### src/rtl/nvs_pkg.sv
package nvs_pkg;
  localparam int REQ_N = 4;
  // Request slots, listed from highest priority to lowest.
  localparam int REQ_PF  = 0;
  localparam int REQ_PIN = 1;
  localparam int REQ_CMD = 2;
  localparam int REQ_RCL = 3;
  localparam logic [REQ_N-1:0] STORE_MASK = 4'b0111;
  localparam logic [REQ_N-1:0] PEND_AT_RESET = 4'b1000;

  typedef enum logic {WALK_IDLE, WALK_COPY} walk_st_t;
endpackage

### src/rtl/nvs_mem.sv
module nvs_mem #(
  parameter int AW = 6,
  parameter int DW = 8
) (
  input  logic          clk,
  input  logic          we,
  input  logic [AW-1:0] waddr,
  input  logic [DW-1:0] wdata,
  input  logic [AW-1:0] raddr,
  output logic [DW-1:0] rdata
);
  localparam int DEPTH = 1 << AW;
  logic [DW-1:0] cells [DEPTH];

  always_ff @(posedge clk) begin
    if (we) cells[waddr] <= wdata;
  end

  assign rdata = cells[raddr];
endmodule

### src/rtl/nvs_trig.sv
module nvs_trig
  import nvs_pkg::*;
(
  input  logic             clk,
  input  logic             rst_n,
  input  logic             pwr_fail,
  input  logic             hsb_n_i,
  input  logic             hsb_n_oe,
  input  logic             sw_store,
  input  logic             sw_recall,
  input  logic [REQ_N-1:0] clr,
  output logic [REQ_N-1:0] pend
);
  logic pf_q, pin_q;
  logic [REQ_N-1:0] req;

  always_ff @(posedge clk or negedge rst_n) begin
    if (!rst_n) begin
      pf_q  <= 1'b0;
      pin_q <= 1'b1;
    end else begin
      pf_q  <= pwr_fail;
      pin_q <= hsb_n_i;
    end
  end

  always_comb begin
    req = '0;
    req[REQ_PF]  = pwr_fail & ~pf_q;
    req[REQ_PIN] = pin_q & ~hsb_n_i & ~hsb_n_oe;
    req[REQ_CMD] = sw_store;
    req[REQ_RCL] = sw_recall;
  end

  for (genvar i = 0; i < REQ_N; i++) begin : g_slot
    always_ff @(posedge clk or negedge rst_n) begin
      if (!rst_n) pend[i] <= PEND_AT_RESET[i];
      else        pend[i] <= (pend[i] & ~clr[i]) | req[i];
    end
  end
endmodule

### src/rtl/nvs_arb.sv
module nvs_arb
  import nvs_pkg::*;
(
  input  logic [REQ_N-1:0] pend,
  input  logic             idle,
  input  logic             dirty,
  output logic [REQ_N-1:0] clr,
  output logic             start,
  output logic             start_store
);
  logic [REQ_N-1:0] pick;
  logic             found;

  always_comb begin
    pick  = '0;
    found = 1'b0;
    for (int i = 0; i < REQ_N; i++) begin
      if (pend[i] && !found) begin
        pick[i] = 1'b1;
        found   = 1'b1;
      end
    end
  end

  always_comb begin
    clr         = idle ? pick : '0;
    start_store = |(pick & STORE_MASK);
    start       = idle && found && (!start_store || dirty);
  end
endmodule

### src/rtl/nvs_walk.sv
module nvs_walk
  import nvs_pkg::*;
#(
  parameter int AW = 6
) (
  input  logic          clk,
  input  logic          rst_n,
  input  logic          start,
  input  logic          start_store,
  output logic          busy,
  output logic          to_nv,
  output logic [AW-1:0] addr,
  output logic          done
);
  localparam logic [AW-1:0] LAST = '1;
  walk_st_t st;

  always_ff @(posedge clk or negedge rst_n) begin
    if (!rst_n) begin
      st    <= WALK_IDLE;
      addr  <= '0;
      to_nv <= 1'b0;
      done  <= 1'b0;
    end else begin
      done <= 1'b0;
      case (st)
        WALK_IDLE: if (start) begin
          st    <= WALK_COPY;
          addr  <= '0;
          to_nv <= start_store;
        end
        WALK_COPY: begin
          addr <= addr + 1'b1;
          if (addr == LAST) begin
            st   <= WALK_IDLE;
            done <= 1'b1;
          end
        end
        default: st <= WALK_IDLE;
      endcase
    end
  end

  assign busy = (st == WALK_COPY);
endmodule

### src/rtl/nv_shadow_seq.sv
module nv_shadow_seq
  import nvs_pkg::*;
#(
  parameter int ADDR_W = 6,
  parameter int DATA_W = 8
) (
  input  logic              clk,
  input  logic              rst_n,
  input  logic              pwr_fail,
  input  logic              hsb_n_i,
  output logic              hsb_n_oe,
  input  logic              sw_store,
  input  logic              sw_recall,
  input  logic              host_valid,
  output logic              host_ready,
  input  logic              host_we,
  input  logic [ADDR_W-1:0] host_addr,
  input  logic [DATA_W-1:0] host_wdata,
  output logic              rsp_valid,
  output logic [DATA_W-1:0] rsp_data,
  output logic              busy,
  output logic              to_nv,
  output logic              done
);
  logic [REQ_N-1:0]  pend, clr;
  logic              start, start_store, dirty;
  logic [ADDR_W-1:0] walk_addr, sram_raddr, sram_waddr;
  logic [DATA_W-1:0] sram_rd, nv_rd, sram_wd;
  logic              sram_we, nv_we, acc, acc_wr;

  nvs_trig i_trig (
    .clk, .rst_n, .pwr_fail, .hsb_n_i, .hsb_n_oe,
    .sw_store, .sw_recall, .clr, .pend
  );

  nvs_arb i_arb (
    .pend, .idle(!busy), .dirty, .clr, .start, .start_store
  );

  nvs_walk #(.AW(ADDR_W)) i_walk (
    .clk, .rst_n, .start, .start_store,
    .busy, .to_nv, .addr(walk_addr), .done
  );

  assign host_ready = !busy && !start;
  assign acc        = host_valid && host_ready;
  assign acc_wr     = acc && host_we;
  assign hsb_n_oe   = busy && to_nv;

  assign sram_raddr = busy ? walk_addr : host_addr;
  assign sram_waddr = busy ? walk_addr : host_addr;
  assign sram_wd    = busy ? nv_rd : host_wdata;
  assign sram_we    = acc_wr || (busy && !to_nv);
  assign nv_we      = busy && to_nv;

  nvs_mem #(.AW(ADDR_W), .DW(DATA_W)) i_sram (
    .clk, .we(sram_we), .waddr(sram_waddr), .wdata(sram_wd),
    .raddr(sram_raddr), .rdata(sram_rd)
  );

  nvs_mem #(.AW(ADDR_W), .DW(DATA_W)) i_nv (
    .clk, .we(nv_we), .waddr(walk_addr), .wdata(sram_rd),
    .raddr(walk_addr), .rdata(nv_rd)
  );

  always_ff @(posedge clk or negedge rst_n) begin
    if (!rst_n) begin
      dirty     <= 1'b0;
      rsp_valid <= 1'b0;
      rsp_data  <= '0;
    end else begin
      if (start)       dirty <= 1'b0;
      else if (acc_wr) dirty <= 1'b1;
      rsp_valid <= acc && !host_we;
      if (acc && !host_we) rsp_data <= sram_rd;
    end
  end
endmodule

### config.mk
export PLATFORM = sky130hd
export DESIGN_NAME = nv_shadow_seq
export DESIGN_NICKNAME = d
export VERILOG_FILES = /design/src/rtl/nvs_pkg.sv /design/src/rtl/nvs_mem.sv /design/src/rtl/nvs_trig.sv /design/src/rtl/nvs_arb.sv /design/src/rtl/nvs_walk.sv /design/src/rtl/nv_shadow_seq.sv
export SDC_FILE = /design/constraint.sdc
export NUM_CORES = 1
export LEC_CHECK = 0
export BUFFER_PORTS_ARGS = -buffer_cell sky130_fd_sc_hd__buf_2
export CAP_MARGIN = 5
export CORE_ASPECT_RATIO = 0.75
export CORE_MARGIN = 2
export CORE_UTILIZATION = 45
export DETAILED_ROUTE_END_ITERATION = 6
export GPL_ROUTABILITY_DRIVEN = 1
export PLACE_DENSITY = 0.64
export SYNTH_ARGS = -nofsm -noshare
export SYNTH_HDL_FRONTEND = slang
export SYNTH_SLANG_ARGS = --single-unit
### constraint.sdc
create_clock -name clk -period 13.6 [get_ports clk]
set_clock_uncertainty 0.05 [all_clocks]
set_input_delay 3.4 -clock clk [delete_from_list [all_inputs] [get_ports clk]]
set_output_delay 3.4 -clock clk [all_outputs]
set_load 0.02 [all_outputs]
==> Word-level counts from Yosys, hierarchy flattened <==
Memories as Yosys holds them, arrays and structs flattened.
Cells that the tools add are included.
{ "totals": {"output_inout_bits": 14, "ramBits": 1024, "inputBits": 22, "rom_bits": 0, "latchBits": 0, "elab_cells": 84, "regBits": 25, "mem_count": 2} }
{ "memory_table": {"columns": ["memory", "words", "word_bits", "read_ports", "rd_ports_with_merged_regs", "wr", "line_no", "source"], "rows": [
  ["i_nv.cells", 64, 8, 1, 0, 1, "nvs_mem.sv:13", "logic [DW-1:0] cells [DEPTH];"],
  ["i_sram.cells", 64, 8, 1, 0, 1, "nvs_mem.sv:13", null]
]} }
{ "op_classes": {"n_eq_ne": 2, "add_sub_neg": 1, "div": 0, "n_reduce_logical": 24, "shifts": 0, "n_mul": 0, "n_mux": 23, "order_cmp": 0, "bitwise_logic": 19} }
{ "ops": {"columns": ["operator", "count"], "rows": [
  ["$mux 1", 17],
  ["$mux 6", 2],
  ["$pmux 6 s2", 1],
  ["$logic_and 1x1->1", 11],
  ["$logic_not 1->1", 8],
  ["$mux 8", 1],
  ["$not 1->1", 8],
  ["$and 1x1->1", 7],
  ["$add 6x1->6 const B", 1],
  ["$eq 6x6->1 const B", 1],
  ["$mux 4", 1],
  ["$or 1x1->1", 4],
  ["$reduce_or 3->1", 1],
  ["$logic_or 1x1->1", 2],
  ["$ne 2x2->1 const B", 1],
  ["$pmux 1 s2", 1],
  ["$reduce_and 2->1", 1],
  ["$reduce_bool 2->1", 1]
]} }

==> Depth between registers and ports, before layout <==
Gate-level depths: netlist of the first run.
{ "logic_depth": {"depth_word": 19, "mapped_depth": 12, "ltp_nobuf": 7} }

==> Hierarchy <==
Synthesis of the first run repeated with hierarchy kept, for this count alone.
{ "unflattened": {"cells_unflattened": 1968, "area_unflattened_um2": 41270.8} }
{ "modules_own_cells": {"columns": ["mod", "cells_per_inst", "area_each_um2", "n_inst"], "rows": [
  ["nvs_mem", 932, 20006.7, 2],
  ["nv_shadow_seq", 43, 578.1, 1],
  ["nvs_walk", 37, 405.4, 1],
  ["nvs_trig", 16, 212.7, 1],
  ["nvs_arb", 8, 61.3, 1]
]} }

==> Worst setup path before layout of the first run <==
No wires, ideal clock.
{ "synth_path": {"path_kind": "input to register", "start": "in host_addr[0]", "end": "mem i_nv.cells[0][0] (data pin)", "t_arrival_ns": 6.227, "n_path_buf": 1, "path_stages": 8, "setup_slack_ns": 6.651, "cell_sequence": "clkbuf_1 -> mux2_4 -> nand2_1 -> o22ai_1 -> or4_1 -> a221o_1 -> a2111oi_4 -> nand4_1"} }
{ "synth_between": {"elab_chain_cells": 2} }
{ "synth_lines": {"columns": ["item", "line_no", "source"], "rows": [
  ["start, declared", "nv_shadow_seq.sv:17", "input logic [ADDR_W-1:0] host_addr,"],
  ["$mux 6", "nv_shadow_seq.sv:50", "assign sram_raddr = busy ? walk_addr : host_addr;"],
  ["$mem_v2 64x8", null, null],
  ["net i_nv.wdata[0]", "nvs_mem.sv:8", "input logic [DW-1:0] wdata,"],
  ["end, declared", "nvs_mem.sv:13", null]
]} }
The timed path passes the listed nets, and every way through them passes these cells.

==> Worst setup path in the final report of the first run <==
{ "layout_path": {"start": "in host_addr[1]", "end": "mem i_nv.cells[52][2] (data pin)"} }
Same word-level chain as after synthesis.

==> flow_metrics.tcl, run 1 <==
set metrics [dict create \
    totalWireLength_um 109000 \
    cts_tree "yes" \
    synthFlopType "edfxtp_1" \
    fin_nets 2499 \
    cts_root_buffer "clkbuf_16" \
    syn_area_per_cell_um2 16.3 \
    gp_congestion 0.903 \
    worstSetupPathType "in -> reg" \
    post_cts_resized 0 \
    diodes 0 \
    clockBufferDepth 3 \
    status "completed" \
    num_rows 94 \
    rrSetupSlack_ns 8.15 \
    grt_pass1_vias 22700 \
    antenna_found_initial 1 \
    hold_depth 1 \
    finalMaxSlewViolations 0 \
    coreArea_um2 88000 \
    finalSetupTns_ns 0 \
    synthArstFlopShare_pct 2.38 \
    path_max_fanout 69 \
    dieHeight_um 263 \
    holdBufCountCts 0 \
    die_area_um2 91500 \
    drc 0 \
    min_to "i_trig.pend[0]" \
    ys_seq_area_share_pct 78.2 \
    ys_ff_latch 1049 \
    synth-edff-count 1024 \
    postLayoutCellArea_um2 44800 \
    via_per_inst 6.54 \
    finalHoldViolCount 0 \
    clk_latency_ns 0.67 \
    grt_pass1_wl_um 158000 \
    yosysWarnings 0 \
    syn_to_final_growth_pct 11.7 \
    cap_violations 0 \
    first_iter_violations 3827 \
    synth_area_um2 40100 \
    fin_crit_sh_pct 52.3 \
    ir_worst_vdd_mv 0.0900 \
    r2r-start "i_walk.busy" \
    timing.final.ws_setup_ns 6.49 \
    num_vias 24200 \
    synthCells 2453 \
    hold_ws_ns 0.400 \
    setup_violations 0 \
    arrival_ns 7.36 \
    place_area_um2 41600 \
    powerDensity_nw_per_um2 139 \
    die_x_um 349 \
    mostFrequentLayoutCells "edfxtp_1, a22oi_1, nor2_1" \
    crit_path_end_kind "register" \
    h-tree-depth 3 \
    worstMarginPinSlew_ns 1.28 \
    worstPathRequired_ns 13.84 \
    grt_overflow 0 \
    drt_pre_antenna_iters 7 \
    cts_buffers 100 \
    synth.distinct_cells 76 \
    port_buffers 35 \
    cp-start-kind "input port" \
    ff2ff_path_depth 9 \
    clk_pin_slew_ns 0.06 \
    final_common_cell "edfxtp_1" \
    slew_headroom_pct 14.9 \
    fmax_mhz 141 \
    min_path_type "reg -> reg" \
    grt_usage_pct 23.4 \
    syn-num-nets 2476 \
    cp-startpoint "host_addr[1]" \
    power.leakage_nw 13.7 \
    ios 36 \
    hpwl_um 65000 \
    final_layout_size_suffix_gt1_share_pct 11.4 \
    avgRoutedWirePerCell_um 29.4 \
    grt_max_degree 75 \
    post-route-util_pct 50.9 \
    dpl_worst_slack_ns 5.95 \
    reg2reg_to "i_nv.cells[52][2]" \
    post_cts_buffers 0 \
    start_util_pct 45.6 \
    clock-sinks 1049 \
    fin_crit_ns 7.11 \
    hp-start "i_trig.pf_q" \
    fill_cells 7070 \
    antenna_left 0 \
    grt_setup_unrepaired "no" \
]
-- state kept, by name, indices dropped and copies added, names as in the netlist --
register	flops
i_trig.pin_q	1
i_nv.cells	512
i_walk.to_nv	1
i_walk.busy	1
rsp_data	8
i_trig.pf_q	1
rsp_valid	1
dirty	1
i_walk.addr	6
i_walk.done	1
i_sram.cells	512
i_trig.pend	4
-- critical path: stages --
cell and delay (ns):
buf_2 0.19, mux2_4 0.53, nor2_4 0.36, buf_4 0.71, a222oi_1 0.20, a21oi_1 0.21, o21ai_0 0.28, o2111ai_1 0.33
or2_2 0.96
-- final cells by class --
class | instances | area, um^2 | share of cell area [%]
Clock buffer | 131 | 2680 | 5.99
Multi-Input combinational cell | 1230 | 8170 | 18.3
Clock inverter | 50 | 507 | 1.13
Sequential cell | 1049 | 31400 | 70.1
Tap cell | 1152 | 1440 | 3.22
Timing Repair Buffer | 86 | 558 | 1.25
Inverter | 9 | 33.8 | 0.0755
-- cell usage after synthesis, types with 5 or more instances --
master        n  area (um^2)
a211oi_1      6         45.0
a21oi_1      73          365
a221o_1      23          230
a221oi_1    100          876
a222oi_1     17          170
a22o_1       47          412
a22oi_1     232         1740
a31o_2        7         61.3
a31oi_1      46          288
a41oi_1      19          166
and3b_1       6         52.6
buf_1        33          124
buf_2        42          210
clkbuf_1     87          327
dfrtp_1      23          576
edfxtp_1   1024        30700
inv_1         8         30.0
mux2_2       15          169
mux2i_1      24          240
nand2_1     138          518
nand2b_1      9         56.3
nand3_1      42          210
nand3b_1     10         75.1
nand4_1      21          131
nor2_1      169          634
nor2b_1      11         68.8
nor3_1       16         80.1
nor3b_1       5         37.5
nor4_1        9         56.3
o2111ai_1     6         52.6
o211ai_1      6         45.0
o21ai_0      76          380
o31a_1        5         43.8
or2_2         8         50.1
or3_1        11         68.8
-- kinds of logic (layout without fill, tap and decap cells) --
group,Yosys count,count (layout),synth area share [%]
flip-flops,1049,1049,78.2
XOR/XNOR,2,2,0.0437
AO/OA/AOI/OAI,704,704,13.1
AND/OR/NAND/NOR,479,479,5.57
adder cells (fa/ha/maj),1,1,0.0312
multiplexers,44,44,1.24
buffers and inverters,174,276,1.81
-- layer usage --
metal / share of wire [%] / track usage (%) / up-vias
li1: - / - / 10100
met1: 42 / 36.3 / 12200
met2: 43 / 32.9 / 1720
met3: 13 / 5.73 / 203
met4: 2.4 / 6.10 / 0
met5: 0 / 0 / -
-- per-stage QoR --
stage          power [W]  std cells
6_report         0.00621       3707
5_1_grt          0.00635       3707
4_1_cts          0.00623       3707
3_5_place_dp     0.00357       3526
3_3_place_gp     0.00357       3526
2_1_floorplan    0.00356       2453
-- report_power, final --
part | internal, W | switching [W]
Clock | 0.00153 | 0.00118
Combinational | 0.00000331 | 0.00000691
Sequential | 0.00349 | 0.000000208
Total | 0.00502 | 0.00118
-- worst max path at each step --
stage                                   end  slack [ns]
after floorplan            i_nv.cells[0][0]        6.65
after global routing      i_nv.cells[45][2]        6.38
final                     i_nv.cells[52][2]        6.49
after global placement    i_nv.cells[48][5]        6.07
after CTS                  i_nv.cells[6][5]        6.66
after detailed placement  i_nv.cells[54][5]        5.95
No activity file was read; power rests on OpenSTA's default activity.
==> inputs of run 2 (changes only) <==
--- a/config.mk
+++ b/config.mk
@@ -12,7 +12,7 @@
 export CORE_UTILIZATION = 45
 export DETAILED_ROUTE_END_ITERATION = 6
 export GPL_ROUTABILITY_DRIVEN = 1
-export PLACE_DENSITY = 0.64
+export PLACE_DENSITY = 0.66
 export SYNTH_ARGS = -nofsm -noshare
 export SYNTH_HDL_FRONTEND = slang
 export SYNTH_SLANG_ARGS = --single-unit
==> constraint.sdc (replaced) <==
create_clock -name clk -period 6.2 [get_ports clk]
set_clock_uncertainty 0.05 [all_clocks]
set_input_delay 1.55 -clock clk [delete_from_list [all_inputs] [get_ports clk]]
set_output_delay 1.55 -clock clk [all_outputs]
set_load 0.02 [all_outputs]
==> flow_metrics.tcl, run 2 (synthesis results as in run 1) <==
set metrics [dict create \
    status "finished with violations" \
    violations "DRC" \
    finalSetupTns_ns 0 \
    via_per_inst 6.49 \
    final_common_cell "edfxtp_1" \
    totalWireLength_um 111000 \
    post_cts_buffers 0 \
    fin_crit_ns 5.30 \
    ir_worst_vdd_mv 0.192 \
    first_iter_violations 3734 \
    antenna_left 0 \
    switching_share_pct 18.9 \
    drc 5 \
    power_switching_w 0.00260 \
    grt_pass1_wl_um 162000 \
    grt_setup_unrepaired "no" \
    hpwl_um 68700 \
    powerDensity_nw_per_um2 304 \
    gp_congestion 0.920 \
    min_path_type "reg -> reg" \
    power_frac_clock_pct 44.1 \
    final_layout_size_suffix_gt1_share_pct 12.8 \
    fmax_mhz 189 \
    cts_tree "yes" \
    crit_top_cell "buf_4" \
    cp_cell_sequence "buf_4, inv_1, and2_1, a221oi_1, a31oi_1, o21ai_0, o2111ai_1, or2_2, buf_4" \
    dp_cells 3562 \
    finalNonFillerCells 3747 \
    grt_max_degree 66 \
    grt_usage_pct 23.9 \
    cts_buffers 100 \
    cp_top_family "compound AO/OA/AOI/OAI gates" \
    clockBufferDepth 3 \
    critical_path.slowest_cell "dfrtp_2" \
    combPwrFrac_pct 0.2 \
    worst-path-buf-inv 3 \
    worstPathRequired_ns 6.45 \
    avgRoutedWirePerCell_um 29.7 \
    setup_violations 0 \
    cts_root_buffer "clkbuf_16" \
    slowest_delay_ns 0.87 \
    p_int_w 0.0111 \
    port_buffers 35 \
    path_max_fanout 64 \
    cp-start-kind "register" \
    syn_to_final_growth_pct 12.8 \
    grt_overflow 0 \
    grt_pass1_vias 23500 \
    antenna_found_initial 6 \
    slew_headroom_pct 17.3 \
    arrival_ns 5.55 \
    post_cts_resized 0 \
    worstMarginPinSlew_ns 1.24 \
    cap_violations 0 \
    p_seq_share_pct 55.7 \
    clk_pin_slew_ns 0.07 \
    power.leakage_nw 14.0 \
    fin_nets 2535 \
    top_regs "i_nv.cells x512, i_sram.cells x512, rsp_data x8" \
    finalHoldViolCount 0 \
    holdBufCountCts 0 \
    h-tree-depth 3 \
    num_rows 94 \
    coreArea_um2 88000 \
    num_vias 24300 \
    clk_latency_ns 0.67 \
    total_power_w 0.0137 \
    mostFrequentLayoutCells "edfxtp_1, a22oi_1, nor2_1" \
    fin_crit_sh_pct 85.4 \
    ios 36 \
    die_x_um 349 \
    clock-sinks 1049 \
    worstSetupPathType "reg -> reg" \
    crit_path_end_kind "register" \
    drt_pre_antenna_iters 7 \
    start_util_pct 45.6 \
    dieHeight_um 263 \
    finalMaxSlewViolations 0 \
    die_area_um2 91500 \
]
==> run 2: cell count changes in the layout (fill, tap and decap cells not counted), sizes merged <==
cell / delta
bufinv: +2
clkinvlp: -4
clkbuf: -4
diode: +1
inv: +1
buf: +36
clkinv: +8
==> run 2: metrics by stage <==
stage	hold slack [ns]	worst slack (ns)	util (%)	area [um^2]
5_1_grt	0.431	0.738	51.4	45200
4_1_cts	0.407	1.20	51.4	45200
3_5_place_dp	0.405	0.715	47.7	42000
2_1_floorplan	0.350	1.10	-	40100
6_report	0.404	0.905	51.4	45200
3_3_place_gp	0.377	0.824	47.7	42000
==> run 2: power by group through the flow <==
stage	combinational [W]	clock (W)	sequential, W
floorplan	0.00000503	0	0.00781
global placement	0.0000227	0	0.00781
detailed placement	0.0000233	0	0.00781
CTS	0.0000234	0.00610	0.00766
global route	0.0000254	0.00637	0.00766
finish	0.0000241	0.00606	0.00766
==> run 2: final timing paths <==
| path | to | cells after the start | from | slack, ns |
|---|---|---|---|---|
| min in group asynchronous | rsp_data[1] | 1 | rst_n | 0.95 |
| min | i_trig.pend[0] | 1 | i_trig.pf_q | 0.40 |
| max reg2reg | i_nv.cells[12][3] | 9 | i_walk.busy | 0.90 |
| max | i_nv.cells[12][3] | 9 | i_walk.busy | 0.90 |
| max in group asynchronous | i_walk.busy | 1 | rst_n | 4.58 |
| min reg2reg | i_trig.pend[0] | 1 | i_trig.pf_q | 0.40 |
==> run 2: final cells by class <==
cell class | count | area [um^2]
antenna | 1 | 2.50
clock buffer | 127 | 2720
clock inverter | 57 | 533
fill | 6991 | 42800
inverter | 9 | 33.8
multi-input combinational | 1230 | 8170
sequential | 1049 | 31400
tap | 1152 | 1440
timing repair buffer | 122 | 941
==> run 2: routing by layer <==
| layer | share of wire [%] | up-vias | track usage (%) |
|---|---|---|---|
| met1 | 41 | 12300 | 36.0 |
| met3 | 13 | 190 | 6.66 |
| met4 | 2.1 | 8 | 5.65 |
| met2 | 44 | 1720 | 34.5 |
| li1 | - | 10200 | - |
| met5 | 0.050 | - | 0 |
